--- src/rtl/dbgstat_pkg.sv ---
package dbgstat_pkg;
  localparam int STAT_W = 32;
  localparam int IAC_N  = 4;
  localparam int DAC_N  = 2;
  localparam int XEV_N  = 2;
  localparam int CNT_N  = 2;
  localparam int OFS_W  = 2;

  localparam int B_IDE  = 0;
  localparam int B_MRR  = 1;
  localparam int B_VLE  = 2;
  localparam int B_TRAP = 3;
  localparam int B_IAC  = B_TRAP + 1;
  localparam int B_DAC  = B_IAC + IAC_N;
  localparam int B_RET  = B_DAC + 2 * DAC_N;
  localparam int B_XEV  = B_RET + 1;
  localparam int B_CNT  = B_XEV + XEV_N;
  localparam int B_CIRQ = B_CNT + CNT_N;
  localparam int B_CRET = B_CIRQ + 1;
  localparam int B_C1T  = B_CRET + 1;
  localparam int B_OFS  = B_C1T + 1;
  localparam int USED_W = B_OFS + OFS_W;

  function automatic logic [STAT_W-1:0] span_mask(input int lo, input int w);
    logic [STAT_W-1:0] m;
    m = '0;
    for (int i = 0; i < w; i++) m[lo+i] = 1'b1;
    return m;
  endfunction

  localparam logic [STAT_W-1:0] USED_MASK = span_mask(0, USED_W);
  localparam logic [STAT_W-1:0] OFS_MASK  = span_mask(B_OFS, OFS_W);
  localparam logic [STAT_W-1:0] EV_MASK   = USED_MASK & ~OFS_MASK;
  localparam logic [STAT_W-1:0] IRQ_MASK  = EV_MASK & ~span_mask(B_MRR, 2);

  // mode bit 1 enables reads, mode bit 0 enables writes
  function automatic logic mode_allows(input logic [1:0] mode, input logic is_write);
    return is_write ? mode[0] : mode[1];
  endfunction

  function automatic logic [OFS_W-1:0] ofs_code(input logic fault, input logic dvc);
    return (fault || !dvc) ? OFS_W'(0) : OFS_W'(1);
  endfunction
endpackage

--- src/rtl/dbgstat_qual.sv ---
module dbgstat_qual
  import dbgstat_pkg::*;
(
  input  logic                  ev_trap,
  input  logic [IAC_N-1:0]      ev_iac,
  input  logic [DAC_N-1:0]      dac_rd,
  input  logic [DAC_N-1:0]      dac_wr,
  input  logic [2*DAC_N-1:0]    dac_mode,
  input  logic                  dac_dvc,
  input  logic                  dac_fault,
  input  logic                  ev_ret,
  input  logic [XEV_N-1:0]      ev_xev,
  input  logic [CNT_N-1:0]      ev_cnt,
  input  logic                  ev_cirq,
  input  logic                  ev_cret,
  input  logic                  ev_c1trg,
  input  logic [STAT_W-1:0]     own_sw,
  input  logic                  int_dbg_en,
  input  logic                  ext_dbg_en,
  output logic [STAT_W-1:0]     set_vec,
  output logic                  dac_hit,
  output logic [OFS_W-1:0]      ofs_new
);
  logic [STAT_W-1:0] raw_ev;
  logic [STAT_W-1:0] allowed;
  logic [STAT_W-1:0] gated;

  assign raw_ev[B_IDE]  = 1'b0;
  assign raw_ev[B_MRR]  = 1'b0;
  assign raw_ev[B_VLE]  = 1'b0;
  assign raw_ev[B_TRAP] = ev_trap;
  assign raw_ev[B_IAC +: IAC_N] = ev_iac;
  for (genvar k = 0; k < DAC_N; k++) begin : g_dac
    assign raw_ev[B_DAC+2*k]   = dac_rd[k] && mode_allows(dac_mode[2*k +: 2], 1'b0);
    assign raw_ev[B_DAC+2*k+1] = dac_wr[k] && mode_allows(dac_mode[2*k +: 2], 1'b1);
  end
  assign raw_ev[B_RET]  = ev_ret;
  assign raw_ev[B_XEV +: XEV_N] = ev_xev;
  assign raw_ev[B_CNT +: CNT_N] = ev_cnt;
  assign raw_ev[B_CIRQ] = ev_cirq;
  assign raw_ev[B_CRET] = ev_cret;
  assign raw_ev[B_C1T]  = ev_c1trg;
  assign raw_ev[STAT_W-1:B_OFS] = '0;

  assign allowed = (own_sw & {STAT_W{int_dbg_en}}) | (~own_sw & {STAT_W{ext_dbg_en}});
  assign gated   = raw_ev & allowed & EV_MASK;
  assign dac_hit = |gated[B_DAC +: 2*DAC_N];
  assign ofs_new = ofs_code(dac_fault, dac_dvc);

  always_comb begin
    set_vec = gated;
    if (dac_hit && dac_fault) set_vec[B_IDE] = 1'b1;
  end
endmodule

--- src/rtl/dbgstat_reg.sv ---
module dbgstat_reg
  import dbgstat_pkg::*;
(
  input  logic              clk,
  input  logic              rst_n,
  input  logic [STAT_W-1:0] set_vec,
  input  logic              dac_hit,
  input  logic [OFS_W-1:0]  ofs_new,
  input  logic [STAT_W-1:0] own_sw,
  input  logic              sw_wr,
  input  logic [STAT_W-1:0] sw_wdata,
  input  logic              port_wr,
  input  logic [STAT_W-1:0] port_wdata,
  output logic [STAT_W-1:0] status_q
);
  logic [STAT_W-1:0] sw_clr;
  logic [STAT_W-1:0] base;
  logic [STAT_W-1:0] nxt;

  assign sw_clr = sw_wr ? (sw_wdata & own_sw) : '0;
  assign base   = port_wr ? port_wdata : (status_q & ~sw_clr);

  always_comb begin
    nxt = ((base | set_vec) & EV_MASK) | (base & OFS_MASK);
    if (dac_hit) nxt[B_OFS +: OFS_W] = ofs_new;
  end

  always_ff @(posedge clk or negedge rst_n) begin
    if (!rst_n) status_q <= '0;
    else        status_q <= nxt;
  end

  // hardware-owned bits ignore software clears
  a_r5_hw_bit_kept: assert property (@(posedge clk) disable iff (!rst_n)
    (sw_wr && !port_wr) |=>
      (((status_q ^ $past(status_q)) & ~$past(own_sw) & ~$past(set_vec) & EV_MASK) == '0));

  // a set in the same cycle beats any clear or overwrite
  a_r6_set_wins: assert property (@(posedge clk) disable iff (!rst_n)
    (set_vec != '0) |=> ((status_q & $past(set_vec)) == $past(set_vec)));

  // reserved positions stay zero
  a_r11_reserved_zero: assert property (@(posedge clk) disable iff (!rst_n)
    (status_q & ~USED_MASK) == '0);
endmodule

--- src/rtl/dbgstat_irq.sv ---
module dbgstat_irq
  import dbgstat_pkg::*;
(
  input  logic              clk,
  input  logic              rst_n,
  input  logic [STAT_W-1:0] status_q,
  input  logic [STAT_W-1:0] own_sw,
  input  logic              msr_de,
  input  logic              int_dbg_en,
  output logic              sw_pending,
  output logic              irq
);
  assign sw_pending = |(status_q & own_sw & IRQ_MASK);
  assign irq        = sw_pending && msr_de && int_dbg_en;

  // the request needs both enables
  a_r7_irq_enables: assert property (@(posedge clk) disable iff (!rst_n)
    irq |-> (msr_de && int_dbg_en));
endmodule

--- src/rtl/dbgstat_capture.sv ---
module dbgstat_capture
  import dbgstat_pkg::*;
(
  input  logic                  clk,
  input  logic                  rst_n,
  input  logic                  ev_trap,
  input  logic [IAC_N-1:0]      ev_iac,
  input  logic [DAC_N-1:0]      dac_rd,
  input  logic [DAC_N-1:0]      dac_wr,
  input  logic [2*DAC_N-1:0]    dac_mode,
  input  logic                  dac_dvc,
  input  logic                  dac_fault,
  input  logic                  ev_ret,
  input  logic [XEV_N-1:0]      ev_xev,
  input  logic [CNT_N-1:0]      ev_cnt,
  input  logic                  ev_cirq,
  input  logic                  ev_cret,
  input  logic                  ev_c1trg,
  input  logic [STAT_W-1:0]     own_sw,
  input  logic                  int_dbg_en,
  input  logic                  ext_dbg_en,
  input  logic                  msr_de,
  input  logic                  sw_wr,
  input  logic [STAT_W-1:0]     sw_wdata,
  input  logic                  port_wr,
  input  logic [STAT_W-1:0]     port_wdata,
  output logic [STAT_W-1:0]     status_o,
  output logic                  dbg_irq
);
  logic [STAT_W-1:0] set_vec;
  logic              dac_hit;
  logic [OFS_W-1:0]  ofs_new;
  logic              sw_pending;

  dbgstat_qual u_qual (
    .ev_trap(ev_trap), .ev_iac(ev_iac), .dac_rd(dac_rd), .dac_wr(dac_wr),
    .dac_mode(dac_mode), .dac_dvc(dac_dvc), .dac_fault(dac_fault),
    .ev_ret(ev_ret), .ev_xev(ev_xev), .ev_cnt(ev_cnt), .ev_cirq(ev_cirq),
    .ev_cret(ev_cret), .ev_c1trg(ev_c1trg), .own_sw(own_sw),
    .int_dbg_en(int_dbg_en), .ext_dbg_en(ext_dbg_en),
    .set_vec(set_vec), .dac_hit(dac_hit), .ofs_new(ofs_new)
  );

  dbgstat_reg u_reg (
    .clk(clk), .rst_n(rst_n), .set_vec(set_vec), .dac_hit(dac_hit),
    .ofs_new(ofs_new), .own_sw(own_sw), .sw_wr(sw_wr), .sw_wdata(sw_wdata),
    .port_wr(port_wr), .port_wdata(port_wdata), .status_q(status_o)
  );

  dbgstat_irq u_irq (
    .clk(clk), .rst_n(rst_n), .status_q(status_o), .own_sw(own_sw),
    .msr_de(msr_de), .int_dbg_en(int_dbg_en),
    .sw_pending(sw_pending), .irq(dbg_irq)
  );

  // reset empties the word
  a_r1_reset_clear: assert property (@(posedge clk)
    !rst_n |=> (status_o == '0));

  // data-compare bits rise only under a permitting mode code
  for (genvar k = 0; k < DAC_N; k++) begin : g_chk
    a_r2_rd_mode: assert property (@(posedge clk) disable iff (!rst_n)
      ($rose(status_o[B_DAC+2*k]) && !$past(port_wr)) |-> $past(dac_mode[2*k+1]));
    a_r3_wr_mode: assert property (@(posedge clk) disable iff (!rst_n)
      ($rose(status_o[B_DAC+2*k+1]) && !$past(port_wr)) |-> $past(dac_mode[2*k]));
  end

  // trap bit rises only under the mode that matches its owner
  a_r4_owner_mode: assert property (@(posedge clk) disable iff (!rst_n)
    ($rose(status_o[B_TRAP]) && !$past(port_wr)) |->
      $past(own_sw[B_TRAP] ? int_dbg_en : ext_dbg_en));

  // excluded bits alone never request
  a_r7_excluded: assert property (@(posedge clk) disable iff (!rst_n)
    ((status_o & IRQ_MASK) == '0) |-> !dbg_irq);

  // clean value-compare capture loads offset 01
  a_r8_dvc_ofs: assert property (@(posedge clk) disable iff (!rst_n)
    (dac_hit && !dac_fault && dac_dvc) |=> (status_o[B_OFS +: OFS_W] == OFS_W'(1)));

  // faulted capture zeroes offset and flags imprecise
  a_r9_fault: assert property (@(posedge clk) disable iff (!rst_n)
    (dac_hit && dac_fault) |=> (status_o[B_IDE] && status_o[B_OFS +: OFS_W] == '0));
endmodule

--- config.mk ---
export PLATFORM = sky130hd
export DESIGN_NAME = dbgstat_capture
export DESIGN_NICKNAME = d
export VERILOG_FILES = /design/src/rtl/dbgstat_pkg.sv /design/src/rtl/dbgstat_qual.sv /design/src/rtl/dbgstat_reg.sv /design/src/rtl/dbgstat_irq.sv /design/src/rtl/dbgstat_capture.sv
export SDC_FILE = /design/constraint.sdc
export NUM_CORES = 1
export LEC_CHECK = 0
export ABC_AREA = 1
export BUFFER_PORTS_ARGS = -buffer_cell sky130_fd_sc_hd__buf_4
export CORE_MARGIN = 3
export CORE_UTILIZATION = 41
export DETAILED_ROUTE_END_ITERATION = 6
export GPL_ROUTABILITY_DRIVEN = 0
export PLACE_DENSITY = 0.87
export SLEW_MARGIN = 20
export SYNTH_ARGS = -nofsm -noshare
export SYNTH_HDL_FRONTEND = slang
export SYNTH_HIERARCHICAL = 1
export SYNTH_SLANG_ARGS = --single-unit
--- constraint.sdc ---
create_clock -name clk -period 1.2 [get_ports clk]
set_input_delay 0 -clock clk [delete_from_list [all_inputs] [get_ports clk]]
set_output_delay 0 -clock clk [all_outputs]
set_load 0.01 [all_outputs]
==> results.sh <==
export IMPL_vias_in_the_first_global_route=2144
export IMPL_layout_area_overhead_vs_synth_pct=71.4
export IMPL_cp_max_fo=2
export IMPL_rsz_0062_raised_after_global_routing="true"
export IMPL_worst_ir_drop_vdd_uv=586
export IMPL_drt_initial_drc_count=102
export IMPL_clock_insertion_delay_at_the_later_pin_of_the_skew_report_ps=260
export IMPL_placementRows=22
export IMPL_port_buf_inserts=118
export IMPL_top_register="u_reg/status_q"
export IMPL_number_of_failing_hold_endpoints_at_the_final_stage=0
export IMPL_p_leak_nw=1.55
export IMPL_cts_buffers=3
export IMPL_antennaDiodeCount=0
export IMPL_ys_warn_count=6
export IMPL_tritoncts="yes"
export IMPL_timing_critical_path_arrival_ps=1270
export IMPL_pin_count_of_the_biggest_net_entering_global_routing=26
export IMPL_preCtsSetupSlack_ps=160
export IMPL_clock_fmax_mhz=786
export IMPL_clk_path_buf_depth=2
export IMPL_largest_reg_flops=22
export IMPL_antenna_violations_before_repair=0
export IMPL_n_fill_cell=315
export IMPL_period_share_pct=106
export IMPL_critPathCapture="dbg_irq"
export IMPL_die_area_um2=4860
export IMPL_detail_route_antenna_nets=0
export IMPL_p_total_mw=2.54
export IMPL_cap_violations=0
export IMPL_status="complete, but fails checks"
export IMPL_report_final_slew_viol_count=0
export IMPL_cp_start_kind="flip-flop"
export IMPL_worstSetupStartpoint="u_reg/status_q[0]"
export IMPL_route_detailed_vias_per_inst=5.00
export IMPL_io_pins=159
export IMPL_layout_cell_share_with_drive_strength_beyond_1_pct=39.7
export IMPL_postSynthCellCount=242
export IMPL_mappedNetlistArea_um2=1660
export IMPL_detailed_place_hpwl_um=4120
export IMPL_r2r_slack_ps=340
export IMPL_worst_path_largest_cell_delay_ps=400
export IMPL_critical_path_required_ps=1200
export IMPL_postRouteWirelength_um=5980
export IMPL_globalRouteOverflowTotal=0
export IMPL_initial_utilization_pct=43.8
export IMPL_floorplan_die_width_um=69.7
export IMPL_path_cells="nand2_2 > nand2_1 > nor2_1 > nand3_1 > nor2_1 > nor2_1 > buf_4"
export IMPL_violations_in_the_final_reports="negative setup slack"
export IMPL_cts_sink_count=22
export IMPL_timing_clock_skew_ps=0
export IMPL_firstDrtPassIters=4
export IMPL_grt_pass1_wl_um=9560
export IMPL_route_vias_total=2179
export IMPL_setup_worst_path_class="reg -> out"
export IMPL_critical_path_end_type="output port"
export IMPL_routed_wire_length_per_instance_um=13.7
export IMPL_core_um2=3800
export IMPL_path_common_cell="sky130_fd_sc_hd__nor2_1"
export IMPL_timing_reg2reg_worst_path_depth=4
export IMPL_clock_tree_root_cell="sky130_fd_sc_hd__clkbuf_8"
export IMPL_grt_use_total_pct=23.7
export IMPL_start_point_of_the_worst_hold_path="sw_wdata[9]"
export IMPL_power_density_cell_area_nw_per_um2=891
export IMPL_biggestRegsByFlops="u_reg/status_q x22"
export IMPL_setup_violations=1
export IMPL_min_delay_path_class="in -> reg"
export IMPL_worst_path_slowest_cell="sky130_fd_sc_hd__dfrtp_1"
export IMPL_htree_num_levels=1
export IMPL_timing_rr_start="u_reg/status_q[8]"
export IMPL_post_route_min_period_ps=1270
export IMPL_reg2reg_to="u_reg/status_q[8]"
export IMPL_setup_ws_ps=-72.0
export IMPL_chipHeight_um=69.7
export IMPL_worst_setup_hold_path_clk_slew_ps=90
export IMPL_postSynthAreaPerCell_um2=6.88
export IMPL_route_detailed_drc=0
export IMPL_design_final_nets=515
layout by cell type (no fill, tap or decap), types with 3 or more instances in the layout:
master	instances
sky130_fd_sc_hd__inv_1	18
sky130_fd_sc_hd__nand3_1	39
sky130_fd_sc_hd__dlygate4sd3_1	21
sky130_fd_sc_hd__dfrtp_1	22
sky130_fd_sc_hd__o21ai_0	10
sky130_fd_sc_hd__a21oi_1	36
sky130_fd_sc_hd__nand3_2	8
sky130_fd_sc_hd__nor2_1	11
sky130_fd_sc_hd__nand2_2	4
sky130_fd_sc_hd__o21ai_1	3
sky130_fd_sc_hd__buf_4	132
sky130_fd_sc_hd__conb_1	13
sky130_fd_sc_hd__nand2_1	61
sky130_fd_sc_hd__clkbuf_8	3
area by class of cell:
| type | instances | area, µm² | area share [%] |
|---|---|---|---|
| Sequential cell | 22 | 551 | 19.3 |
| Clock inverter | 1 | 30.0 | 1.05 |
| Multi-Input combinational cell | 188 | 886 | 31.1 |
| Tap cell | 48 | 60.1 | 2.11 |
| Timing Repair Buffer | 153 | 1200 | 42.1 |
| Inverter | 21 | 83.8 | 2.94 |
| Clock buffer | 3 | 41.3 | 1.45 |
what timing repair did:
item                                   CTS  global route
pin swaps                                6             7
resized for setup                        1             2
endpoints found under the hold margin   42             0
setup buffers                           11             2
hold buffers                            21             0
setup endpoints to repair                1             1
report_power, final:
part	switching, mW	leakage (nW)	internal, mW
combinational	0.433	1.27	0.533
clock	0.249	0.0357	0.445
sequential	0.0564	0.247	0.825
total	0.739	1.55	1.80
through the flow:
stage	hold slack [ps]	std cells	instance area (µm²)	utilization (%)	setup TNS [ps]
after global placement	-92.2	398	2470	64.9	0
final	15.2	436	2850	75.1	-72.0
after global routing	35.3	436	2850	75.1	-155
after CTS	14.6	434	2830	74.6	-59.6
after floorplan	-296	253	1710	-	0
after detailed placement	-92.3	398	2470	64.9	0
how the worst min path moves through the flow:
stage	end	depth (start not counted)
finish	u_reg/status_q[9]	4
global route	u_reg/status_q[20]	4
CTS	u_reg/status_q[2]	4
detailed placement	u_reg/status_q[15]	1
global placement	u_reg/status_q[15]	1
floorplan	u_reg/status_q[0]	0
routing by layer:
layer	global-route usage (%)	wire [µm]	up-vias
met4	6.17	69	0
met3	4.49	501	10
met1	27.0	2200	985
met2	44.8	3210	121
met5	0	0	-
li1	-	-	1063
worst max-delay path: cells and delay by family (launching register included):
family        cells  cell delay (ps)
simple gates      6              470
flops             1              400
buf+inv           1              140
Power figures use the tool's default switching activity.
